### config.mk
export PLATFORM = sky130hd
export DESIGN_NAME = ctx_bank_top
export DESIGN_NICKNAME = d
export VERILOG_FILES = /design/src/rtl/ctx_bank_pkg.sv /design/src/rtl/ctx_level_ctrl.sv /design/src/rtl/ctx_bank_reg.sv /design/src/rtl/ctx_bank_top.sv
export SDC_FILE = /design/constraint.sdc
export NUM_CORES = 1
export LEC_CHECK = 0
export BUFFER_PORTS_ARGS = -buffer_cell sky130_fd_sc_hd__buf_2
export CAP_MARGIN = 20
export CORE_ASPECT_RATIO = 0.6
export CORE_MARGIN = 3
export CORE_UTILIZATION = 30
export CTS_CLUSTER_SIZE = 24
export DETAILED_ROUTE_END_ITERATION = 6
export GPL_ROUTABILITY_DRIVEN = 1
export GPL_TIMING_DRIVEN = 0
export PLACE_DENSITY = 0.54
export SLEW_MARGIN = 20
export SYNTH_ARGS = -nofsm -noshare
export SYNTH_HDL_FRONTEND = slang
export SYNTH_SLANG_ARGS = --single-unit
### constraint.sdc
create_clock -name clk_i -period 1.5 [get_ports clk_i]
set_clock_uncertainty 0.1 [all_clocks]
set_input_delay 0.075 -clock clk_i [delete_from_list [all_inputs] [get_ports clk_i]]
set_output_delay 0.075 -clock clk_i [all_outputs]
set_load 0.01 [all_outputs]
### src/rtl/ctx_bank_pkg.sv
package ctx_bank_pkg;
  localparam int unsigned DEF_NUM_IRQ = 2;
  localparam int unsigned DEF_ACC_W   = 8;
  localparam int unsigned DEF_PC_W    = 16;

  function automatic int unsigned lvl_width(input int unsigned num_irq);
    return $clog2(num_irq + 2);
  endfunction
endpackage

### src/rtl/ctx_level_ctrl.sv
module ctx_level_ctrl #(
  parameter int unsigned NUM_IRQ = ctx_bank_pkg::DEF_NUM_IRQ,
  localparam int unsigned LVL_W  = ctx_bank_pkg::lvl_width(NUM_IRQ)
) (
  input  logic               clk_i,
  input  logic               rst_ni,
  input  logic [NUM_IRQ-1:0] irq_i,
  input  logic               en_we_i,
  input  logic [NUM_IRQ-1:0] en_wdata_i,
  input  logic               boundary_i,
  input  logic               rti_i,
  output logic [LVL_W-1:0]   level_o
);
  localparam logic [LVL_W-1:0] BASE = LVL_W'(NUM_IRQ + 1);

  logic [NUM_IRQ-1:0] en_q;
  logic [NUM_IRQ-1:0] pend;
  logic [LVL_W-1:0]   lvl_q, lvl_d, sel;

  assign pend = irq_i & en_q;

  // lowest index wins
  always_comb begin
    sel = BASE;
    for (int k = NUM_IRQ - 1; k >= 0; k--) begin
      if (pend[k]) sel = LVL_W'(k + 1);
    end
  end

  always_comb begin
    lvl_d = lvl_q;
    if (rti_i) lvl_d = BASE;
    else if (boundary_i && lvl_q == BASE && |pend) lvl_d = sel;
  end

  always_ff @(posedge clk_i or negedge rst_ni) begin
    if (!rst_ni) begin
      lvl_q <= BASE;
      en_q  <= '0;
    end else begin
      lvl_q <= lvl_d;
      if (en_we_i) en_q <= en_wdata_i;
    end
  end

  assign level_o = lvl_q;

  a_r1_level_legal: assert property (@(posedge clk_i) disable iff (!rst_ni)
    (lvl_q != '0) && (lvl_q <= BASE));
  a_r2_entry_at_boundary: assert property (@(posedge clk_i) disable iff (!rst_ni)
    (lvl_q == BASE && !boundary_i) |=> (lvl_q == BASE));
  a_r3_disabled_no_entry: assert property (@(posedge clk_i) disable iff (!rst_ni)
    (lvl_q == BASE && (irq_i & en_q) == '0) |=> (lvl_q == BASE));
  a_r4_int1_first: assert property (@(posedge clk_i) disable iff (!rst_ni)
    (lvl_q == BASE && boundary_i && !rti_i && irq_i[0] && en_q[0]) |=> (lvl_q == LVL_W'(1)));
  a_r5_no_nest: assert property (@(posedge clk_i) disable iff (!rst_ni)
    (lvl_q != BASE && !rti_i) |=> $stable(lvl_q));
  a_r6_rti_base: assert property (@(posedge clk_i) disable iff (!rst_ni)
    rti_i |=> (lvl_q == BASE));
endmodule

### src/rtl/ctx_bank_reg.sv
module ctx_bank_reg #(
  parameter int unsigned ACC_W   = ctx_bank_pkg::DEF_ACC_W,
  parameter int unsigned PC_W    = ctx_bank_pkg::DEF_PC_W,
  parameter bit          HAS_AUX = 1'b0
) (
  input  logic             clk_i,
  input  logic             rst_ni,
  input  logic             acc_we_i,
  input  logic [ACC_W-1:0] acc_d_i,
  input  logic             pc_we_i,
  input  logic [PC_W-1:0]  pc_d_i,
  input  logic             link_we_i,
  input  logic             link_d_i,
  input  logic             aux_we_i,
  input  logic             aux_d_i,
  output logic [ACC_W-1:0] acc_o,
  output logic [PC_W-1:0]  pc_o,
  output logic             link_o,
  output logic             aux_o
);
  logic [ACC_W-1:0] acc_q;
  logic [PC_W-1:0]  pc_q;
  logic             link_q;

  always_ff @(posedge clk_i or negedge rst_ni) begin
    if (!rst_ni) begin
      acc_q  <= '0;
      pc_q   <= '0;
      link_q <= 1'b0;
    end else begin
      if (acc_we_i)  acc_q  <= acc_d_i;
      if (pc_we_i)   pc_q   <= pc_d_i;
      if (link_we_i) link_q <= link_d_i;
    end
  end

  generate
    if (HAS_AUX) begin : g_aux
      logic aux_q;
      always_ff @(posedge clk_i or negedge rst_ni) begin
        if (!rst_ni)       aux_q <= 1'b0;
        else if (aux_we_i) aux_q <= aux_d_i;
      end
      assign aux_o = aux_q;
    end else begin : g_no_aux
      logic unused_aux;
      assign unused_aux = aux_we_i ^ aux_d_i;
      assign aux_o = 1'b0;
    end
  endgenerate

  assign acc_o  = acc_q;
  assign pc_o   = pc_q;
  assign link_o = link_q;

  a_r7_acc_hold: assert property (@(posedge clk_i) disable iff (!rst_ni)
    !acc_we_i |=> $stable(acc_q));
  a_r7_pc_hold: assert property (@(posedge clk_i) disable iff (!rst_ni)
    !pc_we_i |=> $stable(pc_q));
endmodule

### src/rtl/ctx_bank_top.sv
module ctx_bank_top #(
  parameter int unsigned NUM_IRQ = ctx_bank_pkg::DEF_NUM_IRQ,
  parameter int unsigned ACC_W   = ctx_bank_pkg::DEF_ACC_W,
  parameter int unsigned PC_W    = ctx_bank_pkg::DEF_PC_W,
  localparam int unsigned NUM_LVL = NUM_IRQ + 1,
  localparam int unsigned LVL_W   = ctx_bank_pkg::lvl_width(NUM_IRQ)
) (
  input  logic               clk_i,
  input  logic               rst_ni,
  input  logic [NUM_IRQ-1:0] irq_i,
  input  logic               en_we_i,
  input  logic [NUM_IRQ-1:0] en_wdata_i,
  input  logic               boundary_i,
  input  logic               rti_i,
  input  logic               acc_we_i,
  input  logic [ACC_W-1:0]   acc_wdata_i,
  input  logic               pc_we_i,
  input  logic [PC_W-1:0]    pc_wdata_i,
  input  logic               link_we_i,
  input  logic               link_wdata_i,
  input  logic               aux_we_i,
  input  logic               aux_wdata_i,
  output logic [LVL_W-1:0]   level_o,
  output logic [ACC_W-1:0]   acc_o,
  output logic [PC_W-1:0]    pc_o,
  output logic               link_o,
  output logic               aux_o
);
  logic [LVL_W-1:0] level;
  logic [ACC_W-1:0] acc_b  [NUM_LVL];
  logic [PC_W-1:0]  pc_b   [NUM_LVL];
  logic             link_b [NUM_LVL];
  logic             aux_b  [NUM_LVL];

  ctx_level_ctrl #(.NUM_IRQ(NUM_IRQ)) u_ctrl (
    .clk_i      (clk_i),
    .rst_ni     (rst_ni),
    .irq_i      (irq_i),
    .en_we_i    (en_we_i),
    .en_wdata_i (en_wdata_i),
    .boundary_i (boundary_i),
    .rti_i      (rti_i),
    .level_o    (level)
  );

  for (genvar g = 0; g < NUM_LVL; g++) begin : g_bank
    localparam bit IS_BASE = (g == NUM_LVL - 1);
    logic act;
    assign act = (level == LVL_W'(g + 1));

    ctx_bank_reg #(.ACC_W(ACC_W), .PC_W(PC_W), .HAS_AUX(IS_BASE)) u_bank (
      .clk_i     (clk_i),
      .rst_ni    (rst_ni),
      .acc_we_i  (acc_we_i & act),
      .acc_d_i   (acc_wdata_i),
      .pc_we_i   (pc_we_i & act),
      .pc_d_i    (pc_wdata_i),
      .link_we_i (link_we_i & act),
      .link_d_i  (link_wdata_i),
      .aux_we_i  (aux_we_i),
      .aux_d_i   (aux_wdata_i),
      .acc_o     (acc_b[g]),
      .pc_o      (pc_b[g]),
      .link_o    (link_b[g]),
      .aux_o     (aux_b[g])
    );
  end

  always_comb begin
    acc_o  = '0;
    pc_o   = '0;
    link_o = 1'b0;
    for (int k = 0; k < NUM_LVL; k++) begin
      if (level == LVL_W'(k + 1)) begin
        acc_o  = acc_b[k];
        pc_o   = pc_b[k];
        link_o = link_b[k];
      end
    end
  end

  assign aux_o   = aux_b[NUM_LVL-1];
  assign level_o = level;

  a_r8_aux_write: assert property (@(posedge clk_i) disable iff (!rst_ni)
    aux_we_i |=> (aux_o == $past(aux_wdata_i)));
  a_r7_acc_write: assert property (@(posedge clk_i) disable iff (!rst_ni)
    (acc_we_i && !rti_i && !boundary_i) |=> (acc_o == $past(acc_wdata_i)));
endmodule

Word level (Yosys, flattened, before mapping)
Cells that the tools add are included.
W data, S select, Z words.
{"block": "op_classes", "order_cmp": 0, "div_mod_pow": 0, "mul": 0, "eq_ne": 3, "muxes": 13, "n_bitwise": 10, "n_reduce_logical": 4, "add_sub_neg": 0, "n_shift": 0}
{"operator": "$mux W16", "n": 3}
{"operator": "$mux W8", "n": 3}
{"operator": "$and A1 B1 Y1", "n": 9}
{"operator": "$mux W2", "n": 3}
{"operator": "$eq A2 B2 Y1 const B", "n": 2}
{"operator": "$mux W1", "n": 4}
{"operator": "$and A2 B2 Y2", "n": 1}
{"operator": "$eq A2 B1 Y1 const B", "n": 1}
{"operator": "$logic_and A1 B1 Y1", "n": 2}
{"operator": "$reduce_bool A2 Y1", "n": 1}
{"operator": "$reduce_or A2 Y1", "n": 1}
{"block": "totals", "mem_bits_ro": 0, "latchBits": 0, "mem_count": 0, "register_bits": 80, "ramBits": 0, "in_bits": 39}

Depth between registers and ports, before layout
Gate-level depths: netlist of the first run.
{"block": "logic_depth", "depth_word": 5, "depth_mapped": 5}

Modules after synthesis
From an unflattened synthesis of the first run, not the netlist that was laid out.
{"block": "unflattened", "cells_unflattened": 247, "area_unflattened_um2": 3811.2}
{"module": "ctx_bank_reg (g_bank[0].u_bank ...)", "cells_per_inst": 55, "area_each_um2": 992.2, "n_inst": 2, "seq_area_each_um2": 625.6}
{"module": "ctx_bank_reg (g_bank[2].u_bank)", "cells_per_inst": 55, "area_each_um2": 1017.2, "n_inst": 1, "seq_area_each_um2": 650.6}
{"module": "ctx_bank_top", "cells_per_inst": 70, "area_each_um2": 648.1, "n_inst": 1, "seq_area_each_um2": 0.0}
{"module": "ctx_level_ctrl", "cells_per_inst": 12, "area_each_um2": 161.4, "n_inst": 1, "seq_area_each_um2": 102.6}

Least setup slack after synthesis of the first run
Ideal clock, no wire load.
{"block": "synth_timing", "kind": "reg2out", "start": "register u_ctrl.lvl_q[0] (netlist: u_ctrl.level_o[0])", "end": "output port acc_o[0]", "path_stages_with_launch": 5, "path_slack_ns": -0.126, "required_time_ns": 1.325, "path_buffers": 2, "t_arrival_ns": 1.451, "path_cell_list": "dfstp_2 > buf_6 > buf_2 > mux2_2 > a22o_1"}
{"block": "synth_via", "elab_chain_cells": 4, "elab_cells_between_ends": 6, "classes_between": "eq/ne: 3; mux: 3"}
{"item": "start, declared", "line_no": "ctx_level_ctrl.sv:18", "source": "logic [LVL_W-1:0] lvl_q, lvl_d, sel;"}
{"item": "start signal, assigned", "line_no": "ctx_level_ctrl.sv:41", "source": "lvl_q <= lvl_d;"}
{"item": "$eq A2 B1 Y1", "line_no": "ctx_bank_top.sv:74", "source": "if (level == LVL_W'(k + 1)) begin"}
{"item": "$mux W8 (2 in a row)", "line_no": "ctx_bank_top.sv:74"}
{"item": "$mux W8 *", "line_no": "ctx_bank_top.sv:74"}
{"item": "end, declared", "line_no": "ctx_bank_top.sv:24", "source": "output logic [ACC_W-1:0] acc_o,"}
Mark *: on every way between the ends. The rest lies on a longest branch, timed or not.

Final worst setup path of the first run
{"block": "layout_timing", "start": "register u_ctrl.lvl_q[0] (netlist: u_ctrl.level_o[0])", "end": "output port link_o"}
{"block": "layout_via", "elab_chain_cells": 4, "elab_cells_between_ends": 6, "classes_between": "eq/ne: 3; mux: 3"}
{"item": "$eq A2 B1 Y1", "line_no": "ctx_bank_top.sv:74"}
{"item": "$mux W1 (2 in a row)", "line_no": "ctx_bank_top.sv:74"}
{"item": "$mux W1 *", "line_no": "ctx_bank_top.sv:74"}
{"item": "end, declared", "line_no": "ctx_bank_top.sv:26", "source": "output logic link_o,"}
Marked as above.

==> results of run 1 <==
synth_stat cells:
cell type	count	area (um^2)
buf_4	2	15.01
mux2_4	20	300.3
buf_2	6	30.03
mux2_2	83	934.7
and4_1	1	8.760
nand4_1	1	6.260
nor2b_1	1	6.260
nand3_1	1	5.000
buf_6	5	56.30
a22o_1	25	219.0
nand3_4	2	35.03
a21o_1	1	7.510
nand3b_1	2	15.01
nand3b_4	2	40.04
dfstp_2	2	52.55
nor2_1	1	3.750
nand3b_2	2	22.52
clkbuf_1	1	3.750
dfrtp_1	78	1952
a21oi_1	2	10.01
placed cells by master (no fill, tap or decap), types with 3 or more instances in the layout:
cell type,netlist,final
buf_12,0,11
dfrtp_1,78,78
buf_4,2,13
mux2_4,20,45
buf_2,6,63
nand3b_4,2,4
buf_16,0,4
buf_6,5,5
clkbuf_16,0,9
a22o_1,25,25
clkinv_2,0,3
dlygate4sd3_1,0,36
mux2_2,83,58
per-stage QoR:
step	setup slack, ns	setup TNS [ns]
finish	-0.5109	-24.46
global route	-0.5605	-28.17
CTS	-0.5240	-23.93
detailed placement	-0.4235	-13.16
global placement	-0.4223	-42.35
floorplan	-0.05787	-2.377
area by class of cell:
class | instances | share of cell area
timing repair buffer | 122 | 0.1849
sequential | 80 | 0.3702
clock buffer | 9 | 0.04160
clock inverter | 6 | 0.01132
multi-input combinational | 144 | 0.3187
tap | 160 | 0.03698
buffer | 13 | 0.03628
registers in the layout, summed over array words and instances, names as in the netlist:
name	flops
g_bank.u_bank.aux_o	1
u_ctrl.level_o	2
g_bank.u_bank.acc_o	24
g_bank.u_bank.link_o	3
u_ctrl.en_q	2
g_bank.u_bank.pc_o	48
worst max-delay path, stage by stage, from the launching register on:
cell     delay (ns)
dfstp_2        0.56
buf_12         0.13
buf_12         0.15
mux2_4         0.30
a22o_1         0.22
buf_2          0.14
what timing repair did:
| item | CTS | global route |
|---|---|---|
| hold buffers | 36 | 0 |
| setup endpoints to repair | 83 | 101 |
| endpoints found under the hold margin | 158 | 0 |
| cloned | 3 | 0 |
| pin swaps | 3 | 1 |
| gates resized for setup | 48 | 6 |
| buffers inserted | 15 | 2 |
cell families (layout without fill, tap and decap cells):
family          count (synthesis)  in the layout  synth area share
compound gates                 28             28           0.06351
flops                          80             80            0.5383
mux                           103            103            0.3317
buf+inv                        14            150           0.02822
simple gates                   13             13           0.03830
worst paths after layout:
path	end	slack [ns]	cells past startpoint
max	link_o	-0.51	5
min	g_bank[0].u_bank.link_o	0.01	3
max reg2reg	g_bank[1].u_bank.acc_o[3]	-0.28	6
min reg2reg	g_bank[2].u_bank.pc_o[8]	0.40	1
max in group asynchronous	u_ctrl.level_o[1]	0.54	3
min in group asynchronous	g_bank[0].u_bank.acc_o[5]	0.10	2
metal layers:
metal  share of wire  wire [um]
met4          0.0091         85
met5               0          0
met1            0.51       4726
met2            0.44       4085
met3           0.045        415
power by group:
part           leakage [nW]  switching [mW]  internal (mW)
Clock                 0.141           0.861           1.27
Sequential            0.951           0.316           2.77
Combinational          1.56           0.651           1.26
Total                  2.65            1.83           5.31
==> results.md, run 1 <==
* #FFs+latches synth at 80
* Final setup margin at -0.5109 ns
* Final period util at 1.341
* Worst Setup End Kind: output pin
* Die X at 149.8 um
* DP Cell Count at between 400 and 500
* Static Leak at 2.653 nW
* Remaining DRCs at 0
* Total power density per cell area at 1318 mW/mm^2
* TritonRoute pass-1 iters at 4
* Worst path required time at 1.32 ns
* Register area at between 0.002 and 0.0025 mm^2
* Max Cap Viol at 0
* Clk slew on worst S/H paths at 0.06 ns
* Gr busiest metal: met1
* Met1 usage at 0.2087
* Vias at 2,472
* Post-synth cell types at 20
* Mean area per synthesized cell at ~16 um^2
* Multi-input logic area at 0.001725 mm^2
* Initial antenna violation count at 0
* Reg-to-Reg Start: u_ctrl.level_o[0]
* Yosys warnings at 0
* Total congestion overflow at 0
* Vias per cell at ~4.6
* Final Wtd Congestion at 0.7173
* Initial core utilization at 0.3179
* Final Slew Violations at 0
* Clock Sinks at 80
* Synthesis-to-finish area growth at 45.40%
* Filler cell count at 1,069
* Synthesized area at 0.003724 mm^2
* Worst-Margin Slew at 0.3653 ns
* Post-synthesis sequential area ratio at 0.5383
* WL per Instance at around 17 um
* Endpoints failing hold at 0
* Die area at between 0.01 and 0.015 mm^2
* Vias in the first global route at ~2,700
* Hold slack at around 0.014 ns
* Site Rows at 30
* Final setup vio count at 99
* Violated checks: negative setup slack
* Rel. slew slack at 0.7565
* Max Freq at a little under 500 MHz
* TritonCTS clock tree: yes
* Met3 Use GR at 0.04010
* Diode count at 0
* Share of cells above drive strength 1 at 0.6016
* Final instance area at roughly 0.0054 mm^2
* Core area at around 0.012 mm^2
* Status: complete, but fails checks
* Arrival time worst endpoint at 1.84 ns
* Startpoint types: register
* Worst hold start: link_we_i
* Largest net degree at the start of global routing at 56
* Die Ht at around 90 um
* ANT nets after route at 0
* Critical Path Source: u_ctrl.level_o[0]
* Post-layout nets at 409
* CTS buffer count at 9
* Met2 Track Usage GR at 0.2044
* # IOs at 67
* Post-layout min period at around 2.0 ns
* DP Area at between 0.004 and 0.005 mm^2
* Final core occ at 0.4623
* HPWL after DPL at 5.895 mm
* Port-buffer cells at 66
* Total power at between 7 and 8 mW
* DR iter-0 viols at 60
* Crit-path max FO at 10
* Max VDD drop at 0.0005261 V
* Net Count, Synth at 277
* CTS H-tree depth at 3
* Root Driver: clkbuf_16
* Min-delay worst type: in2reg
* Unrepaired setup endpoints after global routing: yes
* Clock Path Buffers at 2
* Gr usage total at 0.1422
* Finished Layout Cells at around 530
* Clk_lat worst skew at roughly 0.33 ns
* Routed WL at roughly 9.3 mm
* Critical path type: reg2out
* Synth Instances at ~240
* First-pass GRT wire length at approximately 15 mm
(Power assumes the default switching activity.)
==> run 2, diff against run 1 <==
Settings changed: SYNTH_HIERARCHICAL set to 1.
==> run 2 against run 1 <==
The flow still finishes with violations (negative setup slack). Sequential share of layout area down 1.0 points. Register-to-register slack worse by 0.15 ns. Combinational power rose by 6%. Total power rose by 3.3%. Die area rose by 1.7%. Critical path depth is the same. Non-clock buffer count up 8. Synthesized cell count is 2.1% higher. First-iteration DRC count is 32% higher. Clock-buffer cell count grew 4. Setup slack improved by 0.0057 ns.
==> results.md, run 2 <==
* Status: complete, but fails checks
* Violated checks: negative setup slack
* Static Leak at about 2.7 nW
* HPWL after DPL at ~6 mm
* Final instance area at between 0.005 and 0.006 mm^2
* Clock Sinks at 80
* Vias per cell at roughly 4.6
* Post-layout nets at roughly 420
* Core area at around 0.012 mm^2
* Port-buffer cells at 66
* Endpoints failing hold at 0
* CTS buffer count at 9
* Max VDD drop at around 0.00059 V
* Commonest non-fill, non-tap cell in the layout: dfrtp_1
* Routed WL at between 9 and 10 mm
* Die X at roughly 150 um
* Yosys warnings at 6
* Worst hold start: link_we_i
* Most used cell along the critical path: buf_12
* Final setup vio count at 100
* Synthesized area at 0.003789 mm^2
* Crit-path max FO at 8
* Max stage delay on crit path at between 0.5 and 0.6 ns
* TritonRoute pass-1 iters at 4
* Die area at approximately 0.014 mm^2
* TritonCTS clock tree: yes
* Startpoint types: register
* Reg2reg end: g_bank[0].u_bank/pc_o[8]
* Max Cap Viol at 0
* Worst Setup End Kind: output pin
* CP top delay family: flip-flops
* First-pass GRT wire length at 14.90 mm
* Gr busiest metal: met1
* Unrepaired setup endpoints after global routing: yes
* Final setup margin at -0.5051 ns
* Gr usage total at 0.1411
* Synth Instances at between 200 and 250
* Total power density per cell area at between 1000 and 1500 mW/mm^2
* CTS H-tree depth at 3
* Min-delay worst type: in2reg
* Reg-to-Reg Start: u_ctrl/level_o[0]
* DP Cell Count at about 480
* Die Ht at just over 90 um
* Critical Path, Cell by Cell: buf_12 -> buf_12 -> mux2_4 -> a22o_1 -> buf_2
* Filler cell count at 1,101
* DR iter-0 viols at 79
* ANT nets after route at 0
* Clock Path Buffers at 2
* WL per Instance at about 17 um
* DP Area at roughly 0.0044 mm^2
* Largest net degree at the start of global routing at 54
* Initial antenna violation count at 0
* Finished Layout Cells at around 550
* Most frequent cells in the layout: dfrtp_1 (78), mux2_4 (67), buf_2 (63)
* Critical path type: reg2out
* Hold Path Sink: g_bank[0].u_bank/link_o
* Clk slew on worst S/H paths at roughly 0.06 ns
* # IOs at 67
* Worst path required time at 1.32 ns
* Clk_lat worst skew at around 0.33 ns
* Met3 Use GR at 0.04116
* Hold Crit Depth at 3
* Net Count, Synth at ~280
* Remaining DRCs at 0
* Final Wtd Congestion at about 0.73
* Total congestion overflow at 0
* Max reg flops at 48
* Final Slew Violations at 0
* Met1 usage at 0.2065
* Mean area per synthesized cell at between 15 and 20 um^2
* Initial core utilization at 0.3111
* Share of cells above drive strength 1 at 0.6094
* Vias in the first global route at ~2,700
* Site Rows at 31
* Worst-Margin Slew at about 0.4 ns
* Synthesis-to-finish area growth at 47.06%
* Worst Path Buf+Inv at 3
* Reg2reg path depth at 6
* Root Driver: clkbuf_16
* Final period util at 1.337
* Post-layout min period at 2.005 ns
* Rel. slew slack at 0.7279
* Met2 Track Usage GR at 0.2022
* Vias at between 2,000 and 2,500
* CP max-delay cell: dfstp_2
* Arrival time worst endpoint at around 1.8 ns
* Max Freq at 498.7 MHz
* Reg2Reg Setup Slack at -0.43 ns
* Diode count at 0
run 2: worst reg2reg max path: stages (launching register included):
cell,delay [ns]
dfstp_2,0.58
nor2b_2,0.16
buf_6,0.13
buf_8,0.13
and2_4,0.23
clkbuf_16,0.18
mux2_4,0.30
run 2: what timing repair did:
item	CTS	global route
hold buffers	36	0
setup endpoints to repair	100	100
setup buffers	16	8
endpoints found under the hold margin	160	0
gates resized for setup	67	10
cloned	3	1
pin swaps	3	4
run 2: metal layers:
| metal | up-vias | wire length [um] |
|---|---|---|
| met5 | - | 0 |
| li1 | 1168 | - |
| met2 | 45 | 4120 |
| met4 | 0 | 89 |
| met3 | 10 | 355 |
| met1 | 1276 | 4875 |
run 2: worst max-delay path by stage:
| stage | start | slack (ns) | to | cells after the start |
|---|---|---|---|---|
| final | u_ctrl/level_o[0] | -0.51 | acc_o[5] | 5 |
| after global routing | u_ctrl/level_o[0] | -0.59 | acc_o[5] | 5 |
| after CTS | u_ctrl/level_o[0] | -0.54 | g_bank[0].u_bank/pc_o[6] | 7 |
| after detailed placement | u_ctrl/level_o[1] | -0.75 | g_bank[2].u_bank/pc_o[7] | 6 |
| after global placement | u_ctrl/level_o[1] | -0.74 | g_bank[2].u_bank/pc_o[5] | 6 |
| after floorplan | u_ctrl/level_o[0] | -0.38 | g_bank[0].u_bank/pc_o[10] | 7 |
run 2: area by class of cell:
cell class,count,area [um^2],share of cell area
clock buffers,13,260.3,0.04671
repair buffers,130,1100,0.1974
multi-input cells,145,1768,0.3173
well taps,165,206.4,0.03705
plain buffers,13,192.7,0.03458
flip-flops and latches,80,2004,0.3598
clock inverters,3,40.04,0.007186
run 2: metrics by stage:
stage                     setup WS, ns  total power [mW]  hold WS [ns]  setup TNS, ns  utilization
after floorplan                -0.3816             4.298       -0.3206         -21.96            -
after global placement         -0.7363             4.743        0.1979         -77.92       0.3574
after detailed placement       -0.7541             4.818      -0.06145         -45.42       0.3599
after CTS                      -0.5357             7.451       0.02820         -38.58       0.4507
after global routing           -0.5910             7.789       0.03744         -42.19       0.4575
final                          -0.5051             7.370       0.04064         -35.02       0.4575
run 2: report_power, final:
| group | internal (mW) | switching (mW) | total [mW] |
|---|---|---|---|
| clock | 1.38 | 0.836 | 2.21 |
| sequential | 2.79 | 0.334 | 3.13 |
| combinational | 1.38 | 0.657 | 2.03 |
| total | 5.54 | 1.83 | 7.37 |
==> run 3, diff against run 2 <==
Settings changed: CTS_BUF_LIST set to sky130_fd_sc_hd__clkbuf_4 sky130_fd_sc_hd__clkbuf_8.
==> run 3 against run 2 <==
The run still ends with negative setup slack left. Fmax decreased by 1.2%. Flip-flop and latch count unchanged. Clock-buffer cell count unchanged. Cell count increased by 0.55%. Via count decreased by 0.12%. Routed wire length increased by 1.9%. Setup slack got worse by 0.025 ns. Clock power decreased by 25%. Combinational power about the same. Largest cell class unchanged.
==> results.md, run 3 (synthesis gave the netlist of run 2 again) <==
* Status: complete, but fails checks
* Violated checks: negative setup slack
* Clk slew on worst S/H paths at 0.08 ns
* Crit-path max FO at 10
* DP Cell Count at 475
* CTS H-tree depth at 3
* Total congestion overflow at 0
* Synthesis-to-finish area growth at 43.79%
* Gr usage total at 0.1379
* Worst Setup End Kind: output pin
* First-pass GRT wire length at around 14 mm
* Unrepaired setup endpoints after global routing: yes
* Commonest non-fill, non-tap cell in the layout: dfrtp_1
* Rel. slew slack at 0.7339
* Vias in the first global route at approximately 2,600
* Remaining DRCs at 0
* Max reg flops at between 40 and 50
* Sw power at 1.762 mW
* Clk_lat worst skew at 0.35 ns
* Die X at ~150 um
* Vias per cell at roughly 4.5
* Total power at 6.787 mW
* Critical path type: reg2out
* Switching Share at 0.2596
* Cell Int Power at around 5 mW
* Max Freq at between 400 and 500 MHz
* ANT nets after route at 0
* Most frequent cells in the layout: dfrtp_1 (78), buf_2 (63), mux2_4 (61)
* Final Wtd Congestion at about 0.73
* Final setup vio count at 100
* Worst path required time at ~1.3 ns
* Share of cells above drive strength 1 at 0.6150
* HPWL after DPL at 5.883 mm
* Clock Power Share at 0.244
* Port-buffer cells at 66
* Startpoint types: register
* CTS buffer count at 9
* Clock Path Buffers at 2
* TritonCTS clock tree: yes
* Post-layout min period at approximately 2.0 ns
* Reg2Reg Setup Slack at -0.53 ns
* DR iter-0 viols at 71
* Routed WL at 9.622 mm
* Site Rows at 31
* Finished Layout Cells at between 500 and 600
* Final setup margin at -0.5302 ns
* CP max-delay cell: dfstp_2
* # IOs at 67
* Total power density per cell area at roughly 1200 mW/mm^2
* Initial core utilization at 0.3111
* Largest net degree at the start of global routing at 54
* Arrival time worst endpoint at 1.86 ns
* WL per Instance at around 17 um
* Endpoints failing hold at 0
* TritonRoute pass-1 iters at 4
* Root Driver: clkbuf_8
* Min-delay worst type: in2async
* Final period util at 1.353
* Diode count at 0
* Max Cap Viol at 0
* Die area at 0.01406 mm^2
* Clock Sinks at 80
* Initial antenna violation count at 0
* Post-layout nets at ~420
* Final core occ at 0.4473
* Max VDD drop at ~0.00043 V
* Final Slew Violations at 0
* Critical Path, Cell by Cell: buf_4 -> buf_12 -> mux2_2 -> a22o_1 -> buf_2
* Final instance area at 0.005448 mm^2
* Setup TNS at -43.21 ns
* Worst-Margin Slew at 0.3991 ns
* DP Area at between 0.004 and 0.005 mm^2
* Die Ht at 93.05 um
* Combinational group share of total power at 0.296
* Reg power frac at 0.460
* Max stage delay on crit path at slightly below 0.6 ns
* Static Leak at ~2.6 nW
* Core area at 0.01218 mm^2
* Vias at roughly 2,500
run 3: layout make-up:
class	count	area [um^2]
sequential	80	2004
multi-input combinational	145	1745
timing repair buffer	132	1070
clock buffer	13	166.4
buffer	14	215.2
fill	1117	6731
clock inverter	3	40.04
tap	165	206.4
run 3: power by group through the flow:
stage	clock network, mW	logic (mW)	registers [mW]
floorplan	0	1.25	3.05
global placement	0	1.63	3.11
detailed placement	0	1.67	3.15
CTS	1.74	1.91	3.11
global route	1.85	2.16	3.20
finish	1.66	2.01	3.12
run 3: metrics by stage:
| stage | setup WS [ns] | hold slack, ns |
|---|---|---|
| floorplan | -0.3816 | -0.3206 |
| global placement | -0.7363 | 0.1979 |
| detailed placement | -0.7541 | -0.06145 |
| CTS | -0.5638 | 0.08714 |
| global route | -0.6234 | 0.1057 |
| finish | -0.5302 | 0.09120 |
run 3: path summary, 6_finish.rpt:
| check | end | cells after the start | startpoint |
|---|---|---|---|
| setup / recovery | pc_o[6] | 5 | u_ctrl/level_o[0] |
| hold / removal | g_bank[1].u_bank/pc_o[1] | 2 | rst_ni |
| setup reg to reg | g_bank[1].u_bank/pc_o[10] | 9 | u_ctrl/level_o[0] |
| hold reg to reg | g_bank[2].u_bank/pc_o[14] | 1 | g_bank[2].u_bank/pc_o[14] |
| max in group asynchronous | g_bank[0].u_bank/acc_o[7] | 3 | rst_ni |
| min in group clk_i | g_bank[0].u_bank/pc_o[2] | 3 | pc_we_i |
run 3: timing repair:
item,in CTS,in global routing
pin swaps,3,3
hold buffers,37,0
resized for setup,39,22
buffers inserted,18,6
gates cloned,1,3
endpoints found under the setup margin,100,100
hold endpoints to repair,160,0
run 3: critical path, delay by kind of cell, from the launching register on:
kind                   cells  cell delay (ns)
buffers and inverters      3             0.40
AOI/OAI and AO/OA          1             0.19
muxes                      1             0.33
DFF                        1             0.58
run 3: metal layers:
metal | up-vias | GRT usage | share of wire
met5 | - | 0 | 0
met3 | 6 | 0.04697 | 0.036
met1 | 1273 | 0.1980 | 0.52
met4 | 0 | 0.03092 | 0.0069
li1 | 1170 | - | -
met2 | 47 | 0.2011 | 0.44
